$ cat config.mk
export PLATFORM = sky130hd
export DESIGN_NAME = dram_row_sequencer
export DESIGN_NICKNAME = d
export VERILOG_FILES = /design/src/rtl/rowseq_pkg.sv /design/src/rtl/rowseq_addr_map.sv /design/src/rtl/rowseq_bank_state.sv /design/src/rtl/rowseq_fsm.sv /design/src/rtl/dram_row_sequencer.sv
export SDC_FILE = /design/constraint.sdc
export NUM_CORES = 1
export LEC_CHECK = 0
export ABC_AREA = 1
export BUFFER_PORTS_ARGS = -buffer_cell sky130_fd_sc_hd__buf_2
export CORE_UTILIZATION = 62
export CTS_BUF_LIST = sky130_fd_sc_hd__clkbuf_4 sky130_fd_sc_hd__clkbuf_8
export DETAILED_ROUTE_END_ITERATION = 10
export PLACE_DENSITY = 0.83
export SLEW_MARGIN = 20
export SYNTH_ARGS = -nofsm -noshare
export SYNTH_HDL_FRONTEND = slang
export SYNTH_SLANG_ARGS = --single-unit
$ cat constraint.sdc
create_clock -name clk -period 2.4 [get_ports clk]
set_input_delay 0.12 -clock clk [delete_from_list [all_inputs] [get_ports clk]]
set_output_delay 0.12 -clock clk [all_outputs]
set_load 0.01 [all_outputs]
$ cat src/rtl/rowseq_pkg.sv
package rowseq_pkg;

    typedef enum logic [2:0] {
        CMD_NOP = 3'd0,
        CMD_ACT = 3'd1,
        CMD_RD  = 3'd2,
        CMD_WR  = 3'd3,
        CMD_PRE = 3'd4
    } dram_cmd_e;

    typedef enum logic [1:0] {
        OC_NONE     = 2'd0,
        OC_HIT      = 2'd1,
        OC_EMPTY    = 2'd2,
        OC_CONFLICT = 2'd3
    } access_class_e;

    typedef enum logic [1:0] {
        MAP_ROW   = 2'd0,
        MAP_BLOCK = 2'd1,
        MAP_XOR   = 2'd2,
        MAP_SPARE = 2'd3
    } map_mode_e;

endpackage

$ cat src/rtl/rowseq_addr_map.sv
module rowseq_addr_map
    import rowseq_pkg::*;
#(
    parameter int ROW_W  = 14,
    parameter int BANK_W = 3,
    parameter int COL_W  = 11,
    parameter int BYTE_W = 3,
    parameter int LCOL_W = 3,
    localparam int ADDR_W = ROW_W + BANK_W + COL_W + BYTE_W
) (
    input  logic [ADDR_W-BYTE_W-1:0] word_addr,
    input  map_mode_e                mode,
    output logic [BANK_W-1:0]        bank,
    output logic [ROW_W-1:0]         row,
    output logic [COL_W-1:0]         col
);
    localparam int HCOL_W = COL_W - LCOL_W;
    localparam int WA_W   = ADDR_W - BYTE_W;

    logic [BANK_W-1:0] flat_bank;
    logic [COL_W-1:0]  flat_col;
    logic [BANK_W-1:0] blk_bank;
    logic [COL_W-1:0]  blk_col;

    always_comb begin
        row       = word_addr[WA_W-1 -: ROW_W];
        flat_bank = word_addr[COL_W +: BANK_W];
        flat_col  = word_addr[0 +: COL_W];
        blk_bank  = word_addr[LCOL_W +: BANK_W];
        blk_col   = {word_addr[LCOL_W+BANK_W +: HCOL_W], word_addr[0 +: LCOL_W]};
        unique case (mode)
            MAP_BLOCK: begin
                bank = blk_bank;
                col  = blk_col;
            end
            MAP_XOR: begin
                bank = flat_bank ^ row[BANK_W-1:0];
                col  = flat_col;
            end
            default: begin
                bank = flat_bank;
                col  = flat_col;
            end
        endcase
    end

endmodule

$ cat src/rtl/rowseq_bank_state.sv
module rowseq_bank_state #(
    parameter int BANK_W = 3,
    parameter int ROW_W  = 14,
    localparam int NBANK = 1 << BANK_W
) (
    input  logic              clk,
    input  logic              rst_n,
    input  logic              open_en,
    input  logic              close_en,
    input  logic [BANK_W-1:0] upd_bank,
    input  logic [ROW_W-1:0]  upd_row,
    input  logic [BANK_W-1:0] look_bank,
    output logic              look_open,
    output logic [ROW_W-1:0]  look_row
);
    logic [NBANK-1:0] is_open;
    logic [ROW_W-1:0] open_row [NBANK];

    for (genvar b = 0; b < NBANK; b++) begin : g_bank
        always_ff @(posedge clk or negedge rst_n) begin
            if (!rst_n) begin
                is_open[b]  <= 1'b0;
                open_row[b] <= '0;
            end else if (upd_bank == BANK_W'(b)) begin
                if (open_en) begin
                    is_open[b]  <= 1'b1;
                    open_row[b] <= upd_row;
                end else if (close_en) begin
                    is_open[b]  <= 1'b0;
                end
            end
        end
    end

    assign look_open = is_open[look_bank];
    assign look_row  = open_row[look_bank];

endmodule

$ cat src/rtl/rowseq_fsm.sv
module rowseq_fsm
    import rowseq_pkg::*;
#(
    parameter int BANK_W = 3,
    parameter int ROW_W  = 14,
    parameter int COL_W  = 11,
    parameter int NBEATS = 8,
    localparam int BEAT_W = $clog2(NBEATS)
) (
    input  logic              clk,
    input  logic              rst_n,
    input  logic              req_valid,
    input  logic              req_write,
    input  logic [BANK_W-1:0] dec_bank,
    input  logic [ROW_W-1:0]  dec_row,
    input  logic [COL_W-1:0]  dec_col,
    input  logic              look_open,
    input  logic [ROW_W-1:0]  look_row,
    output logic              req_ready,
    output dram_cmd_e         cmd,
    output logic [BANK_W-1:0] cmd_bank,
    output logic [ROW_W-1:0]  cmd_row,
    output logic [COL_W-1:0]  cmd_col,
    output access_class_e     outcome,
    output logic              open_en,
    output logic              close_en
);
    typedef enum logic [1:0] {S_IDLE, S_PRE, S_ACT, S_COL} seq_state_e;

    seq_state_e state_q, state_d;
    logic [BANK_W-1:0]       bank_q;
    logic [ROW_W-1:0]        row_q;
    logic [COL_W-BEAT_W-1:0] colhi_q;
    logic                    write_q;
    access_class_e           class_q, class_d;
    logic                    first_q;
    logic [BEAT_W-1:0]       beat_q;
    logic                    take;
    logic                    last_beat;

    assign take      = (state_q == S_IDLE) && req_valid;
    assign last_beat = (beat_q == BEAT_W'(NBEATS - 1));

    always_comb begin
        if (!look_open)
            class_d = OC_EMPTY;
        else if (look_row == dec_row)
            class_d = OC_HIT;
        else
            class_d = OC_CONFLICT;
    end

    always_comb begin
        state_d = state_q;
        unique case (state_q)
            S_IDLE: begin
                if (req_valid) begin
                    unique case (class_d)
                        OC_HIT:      state_d = S_COL;
                        OC_CONFLICT: state_d = S_PRE;
                        default:     state_d = S_ACT;
                    endcase
                end
            end
            S_PRE: state_d = S_ACT;
            S_ACT: state_d = S_COL;
            S_COL: if (last_beat) state_d = S_IDLE;
            default: state_d = S_IDLE;
        endcase
    end

    always_ff @(posedge clk or negedge rst_n) begin
        if (!rst_n) begin
            state_q <= S_IDLE;
            bank_q  <= '0;
            row_q   <= '0;
            colhi_q <= '0;
            write_q <= 1'b0;
            class_q <= OC_NONE;
            first_q <= 1'b0;
            beat_q  <= '0;
        end else begin
            state_q <= state_d;
            first_q <= take;
            if (take) begin
                bank_q  <= dec_bank;
                row_q   <= dec_row;
                colhi_q <= dec_col[COL_W-1:BEAT_W];
                write_q <= req_write;
                class_q <= class_d;
                beat_q  <= '0;
            end else if (state_q == S_COL) begin
                beat_q <= last_beat ? '0 : beat_q + 1'b1;
            end
        end
    end

    always_comb begin
        req_ready = 1'b0;
        cmd       = CMD_NOP;
        open_en   = 1'b0;
        close_en  = 1'b0;
        cmd_bank  = bank_q;
        cmd_row   = row_q;
        cmd_col   = {colhi_q, beat_q};
        outcome   = first_q ? class_q : OC_NONE;
        unique case (state_q)
            S_IDLE: req_ready = 1'b1;
            S_PRE: begin
                cmd      = CMD_PRE;
                close_en = 1'b1;
            end
            S_ACT: begin
                cmd     = CMD_ACT;
                open_en = 1'b1;
            end
            S_COL: cmd = write_q ? CMD_WR : CMD_RD;
            default: req_ready = 1'b0;
        endcase
    end

endmodule

$ cat src/rtl/dram_row_sequencer.sv
module dram_row_sequencer
    import rowseq_pkg::*;
#(
    parameter int ROW_W  = 14,
    parameter int BANK_W = 3,
    parameter int COL_W  = 11,
    parameter int BYTE_W = 3,
    parameter int LCOL_W = 3,
    parameter int NBEATS = 8,
    localparam int ADDR_W = ROW_W + BANK_W + COL_W + BYTE_W
) (
    input  logic              clk,
    input  logic              rst_n,
    input  logic              req_valid_i,
    output logic              req_ready_o,
    input  logic              req_write_i,
    input  logic [ADDR_W-1:0] req_addr_i,
    input  logic [1:0]        map_mode_i,
    output logic [2:0]        cmd_o,
    output logic [BANK_W-1:0] cmd_bank_o,
    output logic [ROW_W-1:0]  cmd_row_o,
    output logic [COL_W-1:0]  cmd_col_o,
    output logic [1:0]        outcome_o
);
    logic [BANK_W-1:0] dec_bank;
    logic [ROW_W-1:0]  dec_row;
    logic [COL_W-1:0]  dec_col;
    logic              look_open;
    logic [ROW_W-1:0]  look_row;
    logic              open_en, close_en;
    dram_cmd_e         cmd;
    access_class_e     outcome;
    logic              unused_byte_bits;

    assign unused_byte_bits = ^req_addr_i[BYTE_W-1:0];

    rowseq_addr_map #(
        .ROW_W(ROW_W), .BANK_W(BANK_W), .COL_W(COL_W),
        .BYTE_W(BYTE_W), .LCOL_W(LCOL_W)
    ) map_i (
        .word_addr (req_addr_i[ADDR_W-1:BYTE_W]),
        .mode      (map_mode_e'(map_mode_i)),
        .bank      (dec_bank),
        .row       (dec_row),
        .col       (dec_col)
    );

    rowseq_bank_state #(.BANK_W(BANK_W), .ROW_W(ROW_W)) banks_i (
        .clk       (clk),
        .rst_n     (rst_n),
        .open_en   (open_en),
        .close_en  (close_en),
        .upd_bank  (cmd_bank_o),
        .upd_row   (cmd_row_o),
        .look_bank (dec_bank),
        .look_open (look_open),
        .look_row  (look_row)
    );

    rowseq_fsm #(
        .BANK_W(BANK_W), .ROW_W(ROW_W), .COL_W(COL_W), .NBEATS(NBEATS)
    ) fsm_i (
        .clk       (clk),
        .rst_n     (rst_n),
        .req_valid (req_valid_i),
        .req_write (req_write_i),
        .dec_bank  (dec_bank),
        .dec_row   (dec_row),
        .dec_col   (dec_col),
        .look_open (look_open),
        .look_row  (look_row),
        .req_ready (req_ready_o),
        .cmd       (cmd),
        .cmd_bank  (cmd_bank_o),
        .cmd_row   (cmd_row_o),
        .cmd_col   (cmd_col_o),
        .outcome   (outcome),
        .open_en   (open_en),
        .close_en  (close_en)
    );

    assign cmd_o     = cmd;
    assign outcome_o = outcome;

endmodule

==> run_summary.xml <==
<?xml version="1.0" encoding="UTF-8"?>
<metrics>
  <group name="outcome">
    <metric name="run_status" unit="">finished, final reports clean</metric>
  </group>
  <group name="clock_network">
    <metric name="postCtsSetupRepairBufs" unit="">0</metric>
    <metric name="clk_path_buf_depth" unit="">2</metric>
    <metric name="clk_pin_slew_worst_paths" unit="ns">0.08</metric>
    <metric name="clock_tree.htree_level_count" unit="">4</metric>
    <metric name="worst_skew_pair.late_latency" unit="ns">0.47</metric>
    <metric name="clock_sinks" unit="">154</metric>
    <metric name="cts_root_buffer" unit="">clkbuf_8</metric>
    <metric name="cts-buffers-inserted" unit="">17</metric>
    <metric name="tritoncts" unit="">yes</metric>
    <metric name="cts-hold-fix-buffers" unit="">30</metric>
    <metric name="cts_resized" unit="">0</metric>
  </group>
  <group name="finish">
    <metric name="n_antenna_cell" unit="">0</metric>
    <metric name="drive_gt1_share" unit="%">12.18</metric>
    <metric name="layout.cells.most_common_list" unit="">nand2_1, dfrtp_1, o21ai_0, nand3_1, inv_1</metric>
    <metric name="final_core_utilization" unit="%">74.78</metric>
    <metric name="syn_to_final_growth" unit="%">16.53</metric>
    <metric name="commonest_non_fill_non_tap_cell_in_the_layout" unit="">nand2_1</metric>
    <metric name="fin_area" unit="sq um">9057</metric>
    <metric name="num-nets-final" unit="">1133</metric>
  </group>
  <group name="timing">
    <metric name="final-hold-violation-count" unit="">0</metric>
    <metric name="final.min_clock_period" unit="ns">2.185</metric>
    <metric name="grt_setup_unrepaired" unit="">no</metric>
    <metric name="totalNegativeSetupSlack" unit="ns">0</metric>
    <metric name="worst_slew_pin_slew" unit="ns">0.6037</metric>
    <metric name="maxSlewViolCount" unit="">0</metric>
    <metric name="fin_skew" unit="ns">0.009108</metric>
    <metric name="setup_viol_count_final" unit="">0</metric>
    <metric name="max_freq" unit="GHz">0.4578</metric>
    <metric name="worst_slew_margin_rel" unit="%">59.75</metric>
    <metric name="final.period_utilization" unit="%">91.02</metric>
  </group>
  <group name="global_routing">
    <metric name="grt_max_degree" unit="">64</metric>
    <metric name="globalRouteMet3Util" unit="%">7.067</metric>
    <metric name="grt_util_met2" unit="%">51.15</metric>
    <metric name="grt-busiest-layer" unit="">met2</metric>
    <metric name="first_pass_grt_wire_length" unit="mm">31.57</metric>
    <metric name="grt_antenna_before_repair" unit="">0</metric>
    <metric name="first_global_vias" unit="">6510</metric>
    <metric name="grt_overflow" unit="">0</metric>
    <metric name="grt_usage" unit="%">31.69</metric>
    <metric name="grt_use_met1" unit="%">41.52</metric>
  </group>
  <group name="floorplanning">
    <metric name="start_util" unit="%">64.17</metric>
    <metric name="num_rows" unit="">40</metric>
    <metric name="ioPinCount" unit="">71</metric>
    <metric name="die_height" unit="um">114.0</metric>
    <metric name="fp.coreArea" unit="sq um">12110</metric>
    <metric name="die_area" unit="sq um">12990</metric>
    <metric name="floorplan.die.width" unit="um">114.0</metric>
  </group>
  <group name="setup_path">
    <metric name="cp-end-kind" unit="">flop</metric>
    <metric name="cp_slowest_stage_delay" unit="ns">0.55</metric>
    <metric name="critical_path_depth" unit="">19</metric>
    <metric name="timing.reg2reg.worst_path_depth" unit="">7</metric>
    <metric name="timing.critical_path.fanout_max" unit="">16</metric>
    <metric name="timing.critical_path.from" unit="">req_addr_i[15]</metric>
    <metric name="worst_ep_arrival_time" unit="ns">2.55</metric>
    <metric name="critPathRequiredTime" unit="ns">2.77</metric>
    <metric name="worstReg2RegEnd" unit="">fsm_i.colhi_q[1]</metric>
    <metric name="critical_path_class" unit="">primary input to flop</metric>
    <metric name="reg2reg_slack" unit="ns">0.25</metric>
    <metric name="critPathLaunchType" unit="">primary input</metric>
    <metric name="path_buf_inv" unit="">5</metric>
    <metric name="crit_family" unit="">simple AND/OR/NAND/NOR gates</metric>
    <metric name="critical_path_cell_sequence" unit="">dlygate4sd3_1 &gt; buf_2 &gt; inv_1 &gt; nand3_1 &gt; nand2_1 &gt; nand2_1 &gt; nand2_2 &gt; buf_4 &gt; nand3_1 &gt; nand3_1 &gt; nand2_1 &gt; nand2_1 &gt; nand2_1 &gt; nor2_1 &gt; nand2_1 &gt; nor2_1 &gt; nand2_1 &gt; o21bai_1 &gt; inv_1</metric>
    <metric name="worstReg2RegStart" unit="">fsm_i.state_q[0]</metric>
    <metric name="timing.critical_path.mode_cell" unit="">nand2_1</metric>
    <metric name="critical-path-slowest-cell" unit="">dlygate4sd3_1</metric>
    <metric name="critical_path.endpoint" unit="">fsm_i.class_q[1]</metric>
  </group>
  <group name="yosys">
    <metric name="ys_warn_count" unit="">0</metric>
    <metric name="synth_seq_area_share" unit="%">49.58</metric>
    <metric name="post_synth_inst_count" unit="">1007</metric>
    <metric name="per_instance_average_area_after_synthesis" unit="sq um">7.718</metric>
    <metric name="netlist_top_cells_area" unit="">dfrtp_1, nand2_1, o21ai_0, nand3_1, inv_1</metric>
    <metric name="synthesis.area" unit="sq um">7772</metric>
    <metric name="synth-seq-cells" unit="">154</metric>
    <metric name="asyncSetResetFlopFracSynth" unit="%">100.0</metric>
    <metric name="synth_nets" unit="">1052</metric>
    <metric name="synth_edf_count" unit="">0</metric>
    <metric name="ys_types" unit="">25</metric>
    <metric name="netlist.top_cell.by_area" unit="">dfrtp_1</metric>
    <metric name="post-synth-top-area-fraction" unit="%">49.58</metric>
    <metric name="postSynth.topFlopCell" unit="">dfrtp_1</metric>
  </group>
  <group name="power_and_ir_drop">
    <metric name="total_leakage_power" unit="uW">0.004552</metric>
    <metric name="p_int" unit="uW">6276</metric>
    <metric name="seq_power_share" unit="%">42.4</metric>
    <metric name="p_comb_share" unit="%">37.9</metric>
    <metric name="switching_share" unit="%">39.03</metric>
    <metric name="clock_power_share" unit="%">19.7</metric>
    <metric name="worst_supply_voltage_drop_on_vdd" unit="mV">0.6853</metric>
    <metric name="p_sw" unit="uW">4017</metric>
    <metric name="power.density_cell_area" unit="nW/um^2">1136</metric>
  </group>
  <group name="routing">
    <metric name="routedWlPerCell" unit="um">15.36</metric>
    <metric name="vias_per_cell" unit="">5.533</metric>
    <metric name="dr_total_vias" unit="">7016</metric>
    <metric name="drt_pass1_iterations" unit="">5</metric>
    <metric name="ant_nets" unit="">0</metric>
    <metric name="drt_iter0_markers" unit="">539</metric>
    <metric name="finalWirelength" unit="mm">19.47</metric>
    <metric name="drc" unit="">0</metric>
  </group>
  <group name="place">
    <metric name="place_congestion" unit="">0.8352</metric>
    <metric name="placed_area" unit="sq um">8353</metric>
    <metric name="hpwl" unit="mm">12.04</metric>
    <metric name="placement.io_buffers" unit="">64</metric>
  </group>
  <group name="worst_hold_path">
    <metric name="worst_hold_path_type" unit="">primary input to asynchronous set/reset pin</metric>
  </group>
  <group name="job">
    <metric name="timing.max_cap.violations" unit="">0</metric>
  </group>
</metrics>
-- routing by layer --
metal / vias to the layer above / wire [um]
met5: - / 0
met1: 3276 / 8396
met2: 268 / 9371
li1: 3420 / -
met3: 52 / 1202
met4: 0 / 501
-- cells in the mapped netlist, types with 2 or more instances --
master	instances
buf_6	4
nand2_2	2
a21oi_1	26
nand3_1	131
nor3_1	3
o21ai_0	141
buf_4	6
inv_1	106
ha_1	8
buf_2	14
dfrtp_1	154
inv_2	4
nand3b_1	34
nand2_4	2
nor4_1	4
o22ai_1	5
nor2_1	26
o21ai_1	6
nand2_1	289
clkbuf_1	37
-- final cells by class --
type | instances | area (sq um)
Tap cell | 168 | 210.2
Timing Repair Buffer | 123 | 969.7
Clock buffer | 19 | 255.2
Sequential cell | 154 | 3854
Clock inverter | 12 | 148.9
Multi-Input combinational cell | 682 | 3207
Fill cell | 916 | 3054
Inverter | 110 | 412.9
-- power groups by stage --
stage | sequential (uW) | combinational (uW) | clock (uW)
finish | 4370 | 3900 | 2020
global route | 4490 | 4440 | 2160
CTS | 4350 | 3890 | 2040
global placement | 4350 | 3610 | 0
floorplan | 4330 | 2610 | 0
detailed placement | 4380 | 3750 | 0
-- registers in the layout (all words and copies together) (netlist names) --
register	cells
fsm_i.class_q	2
banks_i.open_row	112
banks_i.is_open	8
fsm_i.colhi_q	8
fsm_i.cmd_row	14
fsm_i.cmd_bank	3
fsm_i.first_q	1
fsm_i.write_q	1
fsm_i.state_q	2
fsm_i.beat_q	3
-- how the worst min path moves through the flow --
stage / from / to / slack (ns) / cells past startpoint
2_1_floorplan: rst_n / banks_i.is_open[0] / -0.18 / 0
3_3_place_gp: rst_n / banks_i.open_row[45] / 0.15 / 1
3_5_place_dp: rst_n / banks_i.open_row[17] / 0.15 / 1
4_1_cts: rst_n / banks_i.open_row[45] / 0.22 / 2
5_1_grt: rst_n / fsm_i.colhi_q[4] / 0.25 / 2
6_report: rst_n / banks_i.open_row[31] / 0.21 / 2
-- stage by stage --
step	hold slack [ns]	total power, uW	std cells	setup slack, ns
finish	0.2075	10290	1268	0.2155
global route	0.2469	11090	1268	0.01420
CTS	0.2151	10280	1268	0.2759
detailed placement	0.1509	8130	1207	0.06006
global placement	0.1470	7959	1207	0.05237
floorplan	-0.1756	6944	1007	0.5383
-- cell families (layout without fill, tap and decap cells) --
| kind of cell | after synthesis | in the layout | share of synthesized area [%] |
|---|---|---|---|
| AND/OR/NAND/NOR | 492 | 492 | 28.03 |
| buffers and inverters | 171 | 264 | 9.160 |
| AO/OA/AOI/OAI | 182 | 182 | 11.94 |
| adder cells (fa/ha/maj) | 8 | 8 | 1.288 |
| flip-flops | 154 | 154 | 49.58 |
Note: power is estimated with default switching activity, not from simulation.
